--- src/rtl/cfi_query_pkg.sv ---
package cfi_query_pkg;

  typedef enum logic [1:0] {
    MODE_ARRAY = 2'd0,
    MODE_ASEL  = 2'd1,
    MODE_QUERY = 2'd2
  } flash_mode_e;

  typedef enum logic [1:0] {
    UNLK_IDLE = 2'd0,
    UNLK_ONE  = 2'd1,
    UNLK_TWO  = 2'd2
  } unlock_step_e;

  // command opcodes (low data byte only)
  localparam logic [7:0] OP_QUERY  = 8'h98;
  localparam logic [7:0] OP_RESET  = 8'hF0;
  localparam logic [7:0] OP_UNLK_A = 8'hAA;
  localparam logic [7:0] OP_UNLK_B = 8'h55;
  localparam logic [7:0] OP_ASEL   = 8'h90;

  // word offsets that commands are decoded at
  localparam int unsigned ADR_QUERY  = 'h055;
  localparam int unsigned ADR_UNLK_A = 'h555;
  localparam int unsigned ADR_UNLK_B = 'h2AA;

  // implemented table window
  localparam int unsigned TBL_LO = 'h10;
  localparam int unsigned TBL_HI = 'h50;

  localparam logic [15:0] INVALID_WORD = 16'hFFFF;

endpackage

--- src/rtl/cfi_cmd_decode.sv ---
module cfi_cmd_decode
  import cfi_query_pkg::*;
#(
  parameter int unsigned OFS_W = 11
) (
  input  logic [OFS_W-1:0] ofs,
  input  logic [7:0]       op,
  output logic             hit_query,
  output logic             hit_reset,
  output logic             hit_unlk_a,
  output logic             hit_unlk_b,
  output logic             hit_asel
);

  localparam logic [OFS_W-1:0] OFS_QUERY  = OFS_W'(ADR_QUERY);
  localparam logic [OFS_W-1:0] OFS_UNLK_A = OFS_W'(ADR_UNLK_A);
  localparam logic [OFS_W-1:0] OFS_UNLK_B = OFS_W'(ADR_UNLK_B);

  logic at_query, at_unlk_a, at_unlk_b;

  always_comb begin
    at_query   = (ofs == OFS_QUERY);
    at_unlk_a  = (ofs == OFS_UNLK_A);
    at_unlk_b  = (ofs == OFS_UNLK_B);
    hit_query  = at_query  && (op == OP_QUERY);
    hit_reset  = (op == OP_RESET);
    hit_unlk_a = at_unlk_a && (op == OP_UNLK_A);
    hit_unlk_b = at_unlk_b && (op == OP_UNLK_B);
    hit_asel   = at_unlk_a && (op == OP_ASEL);
  end

endmodule

--- src/rtl/cfi_mode_fsm.sv ---
module cfi_mode_fsm
  import cfi_query_pkg::*;
#(
  parameter int unsigned SEC_W = 9
) (
  input  logic             clk,
  input  logic             rst_n,
  input  logic             wr,
  input  logic             hit_query,
  input  logic             hit_reset,
  input  logic             hit_unlk_a,
  input  logic             hit_unlk_b,
  input  logic             hit_asel,
  input  logic [SEC_W-1:0] sec,
  output flash_mode_e      mode,
  output logic [SEC_W-1:0] entry_sec,
  output logic             fwd_write,
  output logic             reject
);

  flash_mode_e      mode_q, mode_d;
  unlock_step_e     step_q, step_d;
  logic [SEC_W-1:0] sec_q, sec_d;
  logic             rej_d, rej_q;

  always_comb begin
    mode_d    = mode_q;
    step_d    = step_q;
    sec_d     = sec_q;
    rej_d     = 1'b0;
    fwd_write = 1'b0;
    if (wr) begin
      unique case (mode_q)
        MODE_ARRAY: begin
          if (hit_query) begin
            mode_d = MODE_QUERY;
            sec_d  = sec;
            step_d = UNLK_IDLE;
          end else if (hit_reset) begin
            step_d = UNLK_IDLE;
          end else if (step_q == UNLK_ONE && hit_unlk_b) begin
            step_d = UNLK_TWO;
          end else if (step_q == UNLK_TWO && hit_asel) begin
            mode_d = MODE_ASEL;
            step_d = UNLK_IDLE;
          end else if (hit_unlk_a) begin
            step_d = UNLK_ONE;
          end else begin
            step_d    = UNLK_IDLE;
            fwd_write = 1'b1;
          end
        end
        MODE_ASEL: begin
          if (hit_query) begin
            mode_d = MODE_QUERY;
            sec_d  = sec;
          end else if (hit_reset) begin
            mode_d = MODE_ARRAY;
          end
        end
        MODE_QUERY: begin
          if (hit_reset) begin
            mode_d = MODE_ARRAY;
          end else begin
            rej_d = 1'b1;
          end
        end
        default: begin
          mode_d = MODE_ARRAY;
          step_d = UNLK_IDLE;
        end
      endcase
    end
  end

  always_ff @(posedge clk or negedge rst_n) begin
    if (!rst_n) begin
      mode_q <= MODE_ARRAY;
      step_q <= UNLK_IDLE;
      sec_q  <= '0;
      rej_q  <= 1'b0;
    end else begin
      mode_q <= mode_d;
      step_q <= step_d;
      sec_q  <= sec_d;
      rej_q  <= rej_d;
    end
  end

  assign mode      = mode_q;
  assign entry_sec = sec_q;
  assign reject    = rej_q;

endmodule

--- src/rtl/cfi_id_rom.sv ---
module cfi_id_rom
  import cfi_query_pkg::*;
#(
  parameter int unsigned OFS_W      = 11,
  parameter logic [15:0] MAKER_ID   = 16'h0001,
  parameter logic [15:0] DEVICE_ID  = 16'h7E21,
  parameter logic [7:0]  SIZE_LOG2  = 8'h1A,
  parameter logic [7:0]  CHIP_ERASE = 8'h12,
  parameter logic [15:0] BLK_COUNT  = 16'h01FF,
  parameter logic [7:0]  WP_STYLE   = 8'h04
) (
  input  logic [OFS_W-1:0] ofs,
  input  logic             odd,
  output logic [15:0]      q_word,
  output logic [15:0]      a_word
);

  localparam logic [OFS_W-1:0] OFS_LO = OFS_W'(TBL_LO);
  localparam logic [OFS_W-1:0] OFS_HI = OFS_W'(TBL_HI);

  logic       in_window;
  logic [7:0] tbl;

  // table body, indexed by the low seven offset bits inside the window
  always_comb begin
    unique case (ofs[6:0])
      7'h10: tbl = 8'h51;
      7'h11: tbl = 8'h52;
      7'h12: tbl = 8'h59;
      7'h13: tbl = 8'h02;
      7'h15: tbl = 8'h40;
      7'h1B: tbl = 8'h27;
      7'h1C: tbl = 8'h36;
      7'h1F: tbl = 8'h06;
      7'h20: tbl = 8'h06;
      7'h21: tbl = 8'h09;
      7'h22: tbl = CHIP_ERASE;
      7'h23: tbl = 8'h03;
      7'h24: tbl = 8'h05;
      7'h25: tbl = 8'h03;
      7'h27: tbl = SIZE_LOG2;
      7'h28: tbl = 8'h02;
      7'h2A: tbl = 8'h06;
      7'h2C: tbl = 8'h01;
      7'h2D: tbl = BLK_COUNT[7:0];
      7'h2E: tbl = BLK_COUNT[15:8];
      7'h30: tbl = 8'h02;
      7'h40: tbl = 8'h50;
      7'h41: tbl = 8'h52;
      7'h42: tbl = 8'h49;
      7'h43: tbl = 8'h31;
      7'h44: tbl = 8'h33;
      7'h45: tbl = 8'h14;
      7'h46: tbl = 8'h02;
      7'h47: tbl = 8'h01;
      7'h49: tbl = 8'h08;
      7'h4C: tbl = 8'h02;
      7'h4D: tbl = 8'hB5;
      7'h4E: tbl = 8'hC5;
      7'h4F: tbl = WP_STYLE;
      7'h50: tbl = 8'h01;
      default: tbl = 8'h00;
    endcase
  end

  always_comb begin
    in_window = (ofs >= OFS_LO) && (ofs <= OFS_HI);
    q_word    = (in_window && !odd) ? {8'h00, tbl} : INVALID_WORD;
    if (ofs == '0)
      a_word = MAKER_ID;
    else if (ofs == OFS_W'(1))
      a_word = DEVICE_ID;
    else
      a_word = 16'h0000;
  end

endmodule

--- src/rtl/cfi_read_path.sv ---
module cfi_read_path
  import cfi_query_pkg::*;
#(
  parameter int unsigned SEC_W = 9
) (
  input  logic             clk,
  input  logic             rst_n,
  input  logic             re,
  input  logic             we,
  input  flash_mode_e      mode,
  input  logic [SEC_W-1:0] sec,
  input  logic [SEC_W-1:0] entry_sec,
  input  logic [15:0]      q_word,
  input  logic [15:0]      a_word,
  input  logic [15:0]      arr_rdata,
  output logic             arr_re,
  output logic [15:0]      rd_data,
  output logic             rd_valid
);

  logic        take;
  logic        to_array;
  logic [15:0] word_d;

  always_comb begin
    take     = re && !we;
    to_array = (mode == MODE_ARRAY) ||
               ((mode == MODE_QUERY) && (sec != entry_sec));
    arr_re   = take && to_array;
    if (to_array)
      word_d = arr_rdata;
    else if (mode == MODE_QUERY)
      word_d = q_word;
    else
      word_d = a_word;
  end

  always_ff @(posedge clk or negedge rst_n) begin
    if (!rst_n) begin
      rd_valid <= 1'b0;
      rd_data  <= '0;
    end else begin
      rd_valid <= take;
      if (take)
        rd_data <= word_d;
    end
  end

endmodule

--- src/rtl/cfi_query_ctrl.sv ---
module cfi_query_ctrl
  import cfi_query_pkg::*;
#(
  parameter int unsigned ADDR_W    = 20,
  parameter int unsigned OFS_W     = 11,
  parameter logic [15:0] MAKER_ID  = 16'h0001,
  parameter logic [15:0] DEVICE_ID = 16'h7E21
) (
  input  logic              clk,
  input  logic              rst_n,
  input  logic              byte_mode,
  input  logic [ADDR_W-1:0] bus_addr,
  input  logic [15:0]       bus_wdata,
  input  logic              bus_we,
  input  logic              bus_re,
  output logic [15:0]       rd_data,
  output logic              rd_valid,
  output logic              wr_rejected,
  output logic              query_active,
  output logic              autosel_active,
  output logic [ADDR_W-1:0] arr_addr,
  output logic [15:0]       arr_wdata,
  output logic              arr_we,
  output logic              arr_re,
  input  logic [15:0]       arr_rdata
);

  localparam int unsigned SEC_W = ADDR_W - OFS_W;

  logic [ADDR_W-1:0] eff_addr;
  logic [OFS_W-1:0]  ofs;
  logic [SEC_W-1:0]  sec;
  logic              odd;
  logic hit_query, hit_reset, hit_unlk_a, hit_unlk_b, hit_asel;
  flash_mode_e       mode;
  logic [SEC_W-1:0]  entry_sec;
  logic [15:0]       q_word, a_word;

  always_comb begin
    eff_addr = byte_mode ? {1'b0, bus_addr[ADDR_W-1:1]} : bus_addr;
    odd      = byte_mode && bus_addr[0];
  end

  assign ofs = eff_addr[OFS_W-1:0];
  assign sec = eff_addr[ADDR_W-1:OFS_W];

  cfi_cmd_decode #(.OFS_W(OFS_W)) u_dec (
    .ofs       (ofs),
    .op        (bus_wdata[7:0]),
    .hit_query (hit_query),
    .hit_reset (hit_reset),
    .hit_unlk_a(hit_unlk_a),
    .hit_unlk_b(hit_unlk_b),
    .hit_asel  (hit_asel)
  );

  cfi_mode_fsm #(.SEC_W(SEC_W)) u_fsm (
    .clk       (clk),
    .rst_n     (rst_n),
    .wr        (bus_we),
    .hit_query (hit_query),
    .hit_reset (hit_reset),
    .hit_unlk_a(hit_unlk_a),
    .hit_unlk_b(hit_unlk_b),
    .hit_asel  (hit_asel),
    .sec       (sec),
    .mode      (mode),
    .entry_sec (entry_sec),
    .fwd_write (arr_we),
    .reject    (wr_rejected)
  );

  cfi_id_rom #(
    .OFS_W    (OFS_W),
    .MAKER_ID (MAKER_ID),
    .DEVICE_ID(DEVICE_ID)
  ) u_rom (
    .ofs   (ofs),
    .odd   (odd),
    .q_word(q_word),
    .a_word(a_word)
  );

  cfi_read_path #(.SEC_W(SEC_W)) u_rd (
    .clk      (clk),
    .rst_n    (rst_n),
    .re       (bus_re),
    .we       (bus_we),
    .mode     (mode),
    .sec      (sec),
    .entry_sec(entry_sec),
    .q_word   (q_word),
    .a_word   (a_word),
    .arr_rdata(arr_rdata),
    .arr_re   (arr_re),
    .rd_data  (rd_data),
    .rd_valid (rd_valid)
  );

  assign arr_addr       = bus_addr;
  assign arr_wdata      = bus_wdata;
  assign query_active   = (mode == MODE_QUERY);
  assign autosel_active = (mode == MODE_ASEL);

endmodule

--- config.mk ---
export PLATFORM = sky130hd
export DESIGN_NAME = cfi_query_ctrl
export DESIGN_NICKNAME = d
export VERILOG_FILES = /design/src/rtl/cfi_query_pkg.sv /design/src/rtl/cfi_cmd_decode.sv /design/src/rtl/cfi_mode_fsm.sv /design/src/rtl/cfi_id_rom.sv /design/src/rtl/cfi_read_path.sv /design/src/rtl/cfi_query_ctrl.sv
export SDC_FILE = /design/constraint.sdc
export NUM_CORES = 1
export LEC_CHECK = 0
export BUFFER_PORTS_ARGS = -buffer_cell sky130_fd_sc_hd__buf_2
export CAP_MARGIN = 20
export CORE_ASPECT_RATIO = 0.75
export CORE_MARGIN = 2
export CORE_UTILIZATION = 55
export DETAILED_ROUTE_END_ITERATION = 6
export PLACE_DENSITY_LB_ADDON = 0.15
export SLEW_MARGIN = 10
export SYNTH_ARGS = -nofsm -noshare
export SYNTH_HDL_FRONTEND = slang
export SYNTH_SLANG_ARGS = --single-unit
--- constraint.sdc ---
create_clock -name clk -period 6.4 [get_ports clk]
set_input_delay 1.28 -clock clk [delete_from_list [all_inputs] [get_ports clk]]
set_output_delay 1.28 -clock clk [all_outputs]
set_load 0.02 [all_outputs]
# Yosys cells after proc, flatten, opt, wreduce, memory -nomap -nowiden
# Memories as Yosys holds them, arrays and structs flattened.
# Cells that the tools add are included.
[word_totals]
reg_bits = 31
mem_bits_ro = 1024
in_bits = 57
out_inout_bits = 58
elab_cells = 78
mem_count = 1
[classes]
magnitude_cmp = 2
n_eq_ne = 17
n_mux = 29
bitwise_logic = 1
n_reduce_logical = 22
[mem_list]
columns = ["memory", "depth", "word_bits", "read_ports", "rd_ports_with_merged_regs", "write_ports", "line_no", "source"]
rows = [
  ["(no name shown)", 128, 8, 1, 0, 0, "cfi_id_rom.sv:26", "unique case (ofs[6:0])"],
]
[ops]
columns = ["op", "n"]
rows = [
  ["2-to-1 mux 16 bit", 4],
  ["== test 8 bit (second input constant)", 4],
  ["2-to-1 mux 2 bit", 10],
  ["2-to-1 mux 20 bit", 1],
  ["2-to-1 mux 15 bit", 1],
  ["logical AND 1 bit", 12],
  ["== test 11 x 1 -> 1 bit (second input constant)", 1],
  ["== test 11 x 10 -> 1 bit (second input constant)", 1],
  ["== test 11 bit (second input constant)", 1],
  ["== test 11 x 7 -> 1 bit (second input constant)", 1],
  ["greater-or-equal comparator 11 x 5 -> 1 bit (second input constant)", 1],
  ["less-or-equal comparator 11 x 7 -> 1 bit (second input constant)", 1],
  ["zero test 11 bit", 1],
  ["2-to-1 mux 1 bit", 11],
  ["inequality test 9 bit", 1],
  ["== test 8 x 7 -> 1 bit (second input constant)", 1],
  ["inequality test 3 bit (second input constant)", 2],
  ["one-hot mux 2 bit (3 select lines)", 1],
  ["== test 2 x 1 -> 1 bit (second input constant)", 2],
  ["== test 2 bit (second input constant)", 2],
  ["one-hot mux 2 bit (2 select lines)", 1],
  ["AND reduction 4 bit", 1],
  ["OR reduction 2 bit", 2],
  ["inequality test 3 x 2 -> 1 bit (second input constant)", 1],
  ["6 further kinds", 7],
]

# Logic depth before layout (Yosys ltp)
# Gate-level depths: netlist (run 1).
[depth]
ltp_word = 10
depth_mapped = 14
ltp_nobuf = 9

# Hierarchy
# A second synthesis (run 1) with hierarchy kept.
[hier_totals]
hier_cells = 417
hier_area_um2 = 3846.2
[by_module_without_submodules]
columns = ["mod", "instances", "cells_per_inst", "area_each_um2", "seq_area_each_um2"]
rows = [
  ["cfi_read_path", 1, 151, 1481.4, 425.4],
  ["cfi_id_rom", 1, 128, 898.4, 0.0],
  ["cfi_mode_fsm", 1, 56, 700.7, 350.3],
  ["cfi_query_ctrl", 1, 61, 599.3, 0.0],
  ["cfi_cmd_decode", 1, 21, 166.4, 0.0],
]

# Worst setup path after synthesis (run 1)
# OpenSTA, ideal clock, no wires.
[synth_path]
kind = "input to output"
start = "input port byte_mode"
end = "output port arr_we"
arrival_ns = 3.840
required_ns = 5.120
path_slack_ns = 1.280
stages = 12
n_path_buf = 6
cell_sequence = "buf_6 > buf_8 > buf_2 > buf_2 > buf_2 > mux2i_1 > ha_1 > clkbuf_1 > o211ai_1 > o31ai_1 > nor4b_1 > and3b_1"
[synth_between]
elab_chain_len = 10
word_cells_on_any_way = 17
cone_classes = "eq/ne (3); mux (8); reduce/logical (6)"
[synth_rtl]
columns = ["item", "line_no", "source"]
rows = [
  ["from (decl)", "cfi_query_ctrl.sv:11", "input logic byte_mode,"],
  ["2-to-1 mux 20 bit *", "cfi_query_ctrl.sv:40", "eff_addr = byte_mode ? {1'b0, bus_addr[ADDR_W-1:1]} : bus_addr;"],
  ["== test 11 bit", "cfi_cmd_decode.sv:23", "at_unlk_a = (ofs == OFS_UNLK_A);"],
  ["logical AND 1 bit, on equally long branches", "cfi_cmd_decode.sv:27, cfi_cmd_decode.sv:29", ""],
  ["2-to-1 mux 1 bit / logical AND 1 bit (equally long branches)", "cfi_mode_fsm.sv:46, cfi_mode_fsm.sv:43", ""],
  ["2-to-1 mux 1 bit", "cfi_mode_fsm.sv:43", "end else if (step_q == UNLK_TWO && hit_asel) begin"],
  ["2-to-1 mux 1 bit", "cfi_mode_fsm.sv:41", "end else if (step_q == UNLK_ONE && hit_unlk_b) begin"],
  ["2-to-1 mux 1 bit", "cfi_mode_fsm.sv:39", "end else if (hit_reset) begin"],
  ["2-to-1 mux 1 bit *", "cfi_mode_fsm.sv:35", "if (hit_query) begin"],
  ["2-to-1 mux 1 bit *", "cfi_mode_fsm.sv:33", "unique case (mode_q)"],
  ["2-to-1 mux 1 bit *", "cfi_mode_fsm.sv:32", "if (wr) begin"],
  ["to (decl)", "cfi_query_ctrl.sv:23", "output logic arr_we,"],
]
# Mark *: on every way between the ends. The rest lies on a longest branch, timed or not.

# Final worst setup path (run 1)
# Same ends and word-level chain as after synthesis.

==> metrics.csv, run 1 <==
stage,metric,value,unit
clocking,clock_sinks,31,
final_layout,fin_area,0.003769,mm^2
detailed_routing,drt_iter0_markers,295,
timing,fin_crit_sh,81.30,%
placement,place_area,0.003656,mm^2
synthesis,syn-instance-count,431,
final_layout,drive_gt1_share,26.53,%
floorplan,row_count,25,
synthesis,synth-compound-area-share,25.71,%
worst_setup_path,cp-end-kind,primary output,
synthesis,synthAdderAreaFrac,3.955,%
clocking,post_cts_resized,0,
clocking,clk_pin_slew,0.07,ns
worst_setup_path,worstPathArrival,3.92,ns
final_layout,fillers,580,
timing,setup_violations,0,
synthesis,ys.warnings.count,0,
pwr,p_leak,1.692,nW
clocking,clk_path_buf_depth,2,
detailed_routing,routed_wl,9.724,mm
synthesis,synth_xor_area_share,1.259,%
synthesis,ys_async_sr_fraction,100.0,%
pwr,power_density,176.2,mW/mm^2
final_layout,antennaDiodeCount,0,
clocking,post-cts-setup-buffers,0,
floorplan,start_util,55.90,%
worst_hold_path,hold_class,reg2reg,
worst_setup_path,start_kind,primary input,
final_layout,area_growth,8.306,%
timing,clock_skew,0.006718,ns
detailed_routing,wl_per_cell,17.49,um
run,max_cap_viol_count,0,
pwr,irDropWorstVdd,117.8,uV
placement,numPortBuffers,98,
timing,whs,0.4928,ns
timing,max_freq,192.2,MHz
timing,min_period,5.203,ns
synthesis,synthesis.area,0.003480,mm^2
detailed_routing,firstDrtPassIters,7,
worst_setup_path,crit_path_start,byte_mode,
synthesis,synth_edf_count,0,
placement,gp_congestion,0.9681,
run_status,status,completed,
timing,hold_viol,0,
worst_setup_path,path_class,in2out,
grt,antenna_found_initial,0,
worst_hold_path,holdCritStartpoint,u_rd.rd_data[1],
grt,grt_pass1_vias,2916,
grt,grt_max_degree,47,
grt,grt-ovfl-total,0,
detailed_routing,avgViaCountPerCell,6.176,
synthesis,synth_ff_type,dfrtp_1,
timing,tightest_slew,0.8787,ns
synthesis,yosys-mux-area-fraction,8.774,%
floorplan,die_h,72.89,um
synthesis,ys_ff_latch,31,
timing,rsz0062_at_grt,no,
synthesis,seq_area_frac_synth,22.29,%
clocking,htree_levels,2,
timing,maxSlewHeadroom,41.24,%
grt,grt_pass1_wl,15.13,mm
detailed_routing,drc,0,
clocking,root_buffer,clkbuf_8,
grt,grt_usage,28.00,%
synthesis,yosys.cell_types.count,72,
floorplan,die_x,95.85,um
synthesis,avgSynthCellArea,8.073,um^2
timing,finalSetupTns,0,ns
detailed_routing,dr_total_vias,3434,
synthesis,synthSimpleGateAreaFrac,23.59,%
clocking,cts_tree,built,
clocking,cts_hold_buf,0,
final_layout,nNetsFinal,542,
placement,dp_hpwl,7.130,mm
floorplan,dieArea,0.006986,mm^2
worst_setup_path,reg2reg_from,u_fsm.entry_sec[0],
synthesis,syn-num-nets,499,
timing,slew_viol_final,0,
clocking,cts_buffers,5,
synthesis,synth_top_family_by_area,compound AO/OA/AOI/OAI gates,
clocking,clkLatencyLatePin,0.30,ns
floorplan,ios,115,
detailed_routing,ant_nets,0,
worst_setup_path,cp_max_fo,25,
worst_setup_path,required,5.12,ns
floorplan,design.core.area,0.006225,mm^2
flip-flops by register name (all words and copies together), names as in the netlist:
signal           cells
u_fsm.entry_sec      9
u_fsm.mode           2
u_fsm.reject         1
u_fsm.step_q         2
u_rd.rd_data        16
u_rd.rd_valid        1
cells by family (layout without fill, tap and decap cells):
kind of cell	after synthesis	after routing
and+or+nand+nor	146	146
adders and majority gates	11	11
xor gates and xnor gates	5	5
muxes	27	27
DFF	31	31
AOI/OAI and AO/OA	127	127
buffers and inverters	84	128
power by group:
group          leakage (nW)  switching (mW)  internal [mW]
clock network        0.0581          0.0886          0.116
logic                  1.24           0.151         0.0859
registers             0.397          0.0104          0.212
total                  1.69           0.250          0.414
cell usage after synthesis, types with 9 or more instances:
| cell | instances | area share, % |
|---|---|---|
| clkbuf_1 | 12 | 1.3 |
| ha_1 | 11 | 4.0 |
| buf_4 | 36 | 7.8 |
| mux2i_1 | 20 | 5.8 |
| nand2b_1 | 13 | 2.3 |
| nand2_1 | 36 | 3.9 |
| o211ai_1 | 10 | 2.2 |
| o221ai_1 | 12 | 3.0 |
| nor2_1 | 31 | 3.3 |
| inv_1 | 21 | 2.3 |
| dfrtp_1 | 31 | 22 |
| a21oi_1 | 21 | 3.0 |
| o21ai_0 | 34 | 4.9 |
| nand3_1 | 9 | 1.3 |
layout by cell type, fill, tap and decap left out, drive strengths merged, types with 6 or more instances in the layout:
master	instances
nand4	6
nor2	33
o21ai	34
ha	11
buf	99
nand3	9
nand2b	13
nand2	36
o221ai	12
nor3b	6
nor2b	8
a211oi	6
mux2i	21
inv	21
a21oi	21
dfrtp	31
o211ai	10
final cells by class:
class	instances	area, um^2	share of cell area, %
Multi-Input combinational cell	316	2202	58.43
Sequential cell	31	775.7	20.58
Timing Repair Buffer	99	498.0	13.21
Tap cell	81	101.3	2.689
Inverter	21	78.83	2.092
Clock buffer	5	68.82	1.826
Clock inverter	3	43.79	1.162
metrics by stage:
| stage | worst slack, ns | utilization [%] | std cells | power, mW |
|---|---|---|---|---|
| floorplan | 1.280 | - | 431 | 0.4031 |
| global placement | 1.334 | 58.73 | 548 | 0.4567 |
| detailed placement | 1.229 | 58.73 | 548 | 0.4594 |
| CTS | 1.220 | 60.54 | 556 | 0.6626 |
| global route | 0.9512 | 60.54 | 556 | 0.6955 |
| finish | 1.197 | 60.54 | 556 | 0.6642 |
critical path: stages:
cell      delay, ns
buf_2          0.45
mux2i_1        0.46
inv_1          0.20
ha_1           0.37
o211ai_1       0.22
o31ai_1        0.16
nor4b_1        0.37
and3b_1        0.22
buf_2          0.16
metal layers:
| layer | share of wire, % | up-vias | global-route usage [%] |
|---|---|---|---|
| met5 | 0 | - | 0 |
| met4 | 1.1 | 0 | 5.397 |
| met3 | 8.3 | 11 | 5.062 |
| met2 | 41 | 185 | 37.68 |
| met1 | 50 | 1594 | 45.90 |
| li1 | - | 1644 | - |
final timing paths:
path / slack [ns] / cells after the start / endpoint
worst max-delay path: 1.20 / 9 / arr_we
worst min-delay path: 0.49 / 2 / u_rd.rd_data[1]
worst max register to register: 4.05 / 6 / u_rd.rd_data[3]
worst min register to register: 0.49 / 2 / u_rd.rd_data[1]
max in group asynchronous: 4.89 / 1 / u_rd.rd_data[9]
min in group asynchronous: 1.04 / 1 / u_fsm.entry_sec[2]
Note: power is estimated with default switching activity, not from simulation.
==> run 2: changes to the inputs <==
Settings changed: CORE_UTILIZATION 55 to 47.
Clock period 6.4 ns to 4.3 ns, I/O delays scaled along.
==> metrics.csv, run 2 (synthesis gave the netlist of run 1 again) <==
stage,metric,value,unit,change
worst_setup_path,start_kind,primary input,,unchanged
run,max_cap_viol_count,0,,unchanged
floorplan,die_h,78.52,um,was 72.89 um
clocking,root_buffer,clkbuf_8,,unchanged
clocking,post-cts-setup-buffers,0,,unchanged
placement,dp_hpwl,7.490,mm,was 7.130 mm
timing,clock_skew,0.01032,ns,was 0.006718 ns
timing,tightest_slew,0.8214,ns,was 0.8787 ns
grt,grtUsageMet1,41.35,%,was 45.90%
grt,grt-ovfl-total,0,,unchanged
grt,grt_usage,24.70,%,was 28.00%
clocking,cts_buffers,5,,unchanged
grt,met3_usage,5.343,%,was 5.062%
final_layout,top_register,u_rd.rd_data,,unchanged
floorplan,die_x,103.4,um,was 95.85 um
grt,top_usage_layer,met1,,unchanged
pwr,p_leak,1.719,nW,was 1.692 nW
final_layout,final_common_cell,buf_2,,unchanged
timing,min_period,3.833,ns,
final_layout,fillers,684,,was 580
detailed_routing,drt_iter0_markers,393,,was 295
timing,finalSetupTns,0,ns,unchanged
floorplan,row_count,27,,was 25
clocking,clock_sinks,31,,unchanged
final_layout,largest_reg_flops,16,,unchanged
final_layout,area_growth,10.32,%,was 8.306%
final_layout,multi_input_area,0.002202,mm^2,unchanged
detailed_routing,firstDrtPassIters,5,,was 7
clocking,cts_tree,built,,unchanged
pwr,irDropWorstVdd,139.5,uV,was 117.8 uV
final_layout,final_core_util,52.85,%,was 60.54%
grt,grt_max_degree,32,,was 47
clocking,post_cts_resized,0,,unchanged
floorplan,start_util,47.91,%,was 55.90%
worst_setup_path,max_stage_delay,0.47,ns,was 0.46 ns
grt,grt_pass1_vias,3050,,"was 2,916"
final_layout,nNetsFinal,550,,was 542
timing,max_freq,260.9,MHz,
placement,numPortBuffers,98,,unchanged
clocking,clkLatencyLatePin,0.29,ns,was 0.30 ns
timing,maxSlewHeadroom,45.07,%,was 41.24%
worst_setup_path,cp_num_buf_inv,2,,was 3
detailed_routing,dr_total_vias,3441,,"was 3,434"
run_status,status,completed,,unchanged
worst_setup_path,cp-end-kind,primary output,,unchanged
clocking,cts_hold_buf,0,,unchanged
final_layout,final_cell_mix,"buf_2 (98), nand2_1 (36), o21ai_0 (34)",,unchanged
timing,slew_viol_final,0,,unchanged
timing,fin_crit_sh,89.14,%,
clocking,clk_path_buf_depth,2,,unchanged
worst_setup_path,cp_max_fo,14,,was 25
worst_hold_path,hold_class,reg2reg,,unchanged
worst_setup_path,crit_chain,buf_2 > mux2i_1 > ha_1 > o211ai_1 > o31ai_1 > nor4b_1 > and3b_1 > buf_2,,was buf_2 > mux2i_1 > inv_1 > ha_1 > o211ai_1 > o31ai_1 > nor4b_1 > and3b_1 > buf_2
final_layout,seqCellArea,775.7,um^2,unchanged
pwr,power_density,242.9,mW/mm^2,was 176.2 mW/mm^2
floorplan,design.core.area,0.007263,mm^2,was 0.006225 mm^2
worst_setup_path,path_class,in2out,,unchanged
placement,gp_congestion,0.9301,,was 0.9681
detailed_routing,ant_nets,0,,unchanged
worst_setup_path,crit_family,compound AO/OA/AOI/OAI gates,,was buffers and inverters
worst_setup_path,slowest_stage,o31ai_1,,was mux2i_1
floorplan,dieArea,0.008115,mm^2,was 0.006986 mm^2
detailed_routing,routed_wl,10.08,mm,was 9.724 mm
clocking,clk_pin_slew,0.07,ns,about the same
floorplan,ios,115,,unchanged
detailed_routing,avgViaCountPerCell,5.892,,was 6.176
grt,antenna_found_initial,0,,unchanged
detailed_routing,drc,0,,unchanged
worst_setup_path,worstPathArrival,2.97,ns,was 3.92 ns
timing,rsz0062_at_grt,no,,unchanged
grt,grt_util_met2,31.48,%,was 37.68%
final_layout,antennaDiodeCount,0,,unchanged
detailed_routing,wl_per_cell,17.26,um,was 17.49 um
worst_setup_path,required,3.44,ns,was 5.12 ns
worst_setup_path,crit_top_cell,buf_2,,unchanged
clocking,htree_levels,2,,unchanged
final_layout,drive_gt1_share,27.54,%,was 26.53%
timing,setup_violations,0,,unchanged
grt,grt_pass1_wl,15.77,mm,was 15.13 mm
timing,hold_viol,0,,unchanged
==> run 2: changes by cell type in the layout (fill, tap and decap cells not counted) <==
cell,change
buf_12,+1
clkinvlp_4,+1
buf_4,+7
bufinv_16,-1
clkbuf_1,+1
clkinv_4,-1
==> run 2: tightest hold or removal path: cells and delay by family (launching register included) <==
kind	cells	cell delay (ns)
flops	1	0.37
simple gates	2	0.11
==> run 2: per-layer routing <==
layer,share of wire [%],wire (um),vias up
met5,0,0,-
met4,0.61,61,0
met3,8.7,874,10
met2,39,3945,161
met1,52,5198,1607
li1,-,-,1663
==> run 2: cell type report <==
class / count / share of cell area, %
clock buffer: 6 / 1.890
tap: 101 / 3.292
sequential: 31 / 20.21
clock inverter: 2 / 0.3259
multi-input combinational: 316 / 57.37
inverter: 21 / 2.053
timing repair buffer: 107 / 14.86
==> run 2: where the power goes <==
group          switching [mW]  total [mW]  internal (mW)
sequential             0.0158       0.332          0.316
combinational           0.228       0.361          0.134
clock                   0.126       0.239          0.113
==> run 2: through the flow <==
step	setup slack (ns)	instances	hold slack, ns	cell area, um^2	total power [mW]
4_1_cts	0.5227	584	0.4996	3839	0.9344
6_report	0.4671	584	0.5011	3839	0.9324
5_1_grt	0.2532	584	0.5314	3839	0.9831
3_3_place_gp	0.6360	576	0.4809	3754	0.6902
2_1_floorplan	0.01995	431	0.4520	3480	0.6000
3_5_place_dp	0.5368	576	0.4831	3754	0.6927
==> run 2: final timing paths <==
check                                start                 end  slack [ns]  cells after the start
hold / removal             u_fsm.step_q[0]     u_fsm.step_q[0]        0.50                      2
max in group asynchronous            rst_n  u_fsm.entry_sec[0]        3.20                      1
min in group asynchronous            rst_n     u_rd.rd_data[0]        0.63                      1
setup / recovery                 byte_mode              arr_we        0.47                      8
setup reg to reg             u_fsm.mode[1]     u_rd.rd_data[1]        2.10                      8
hold reg to reg            u_fsm.step_q[0]     u_fsm.step_q[0]        0.50                      2
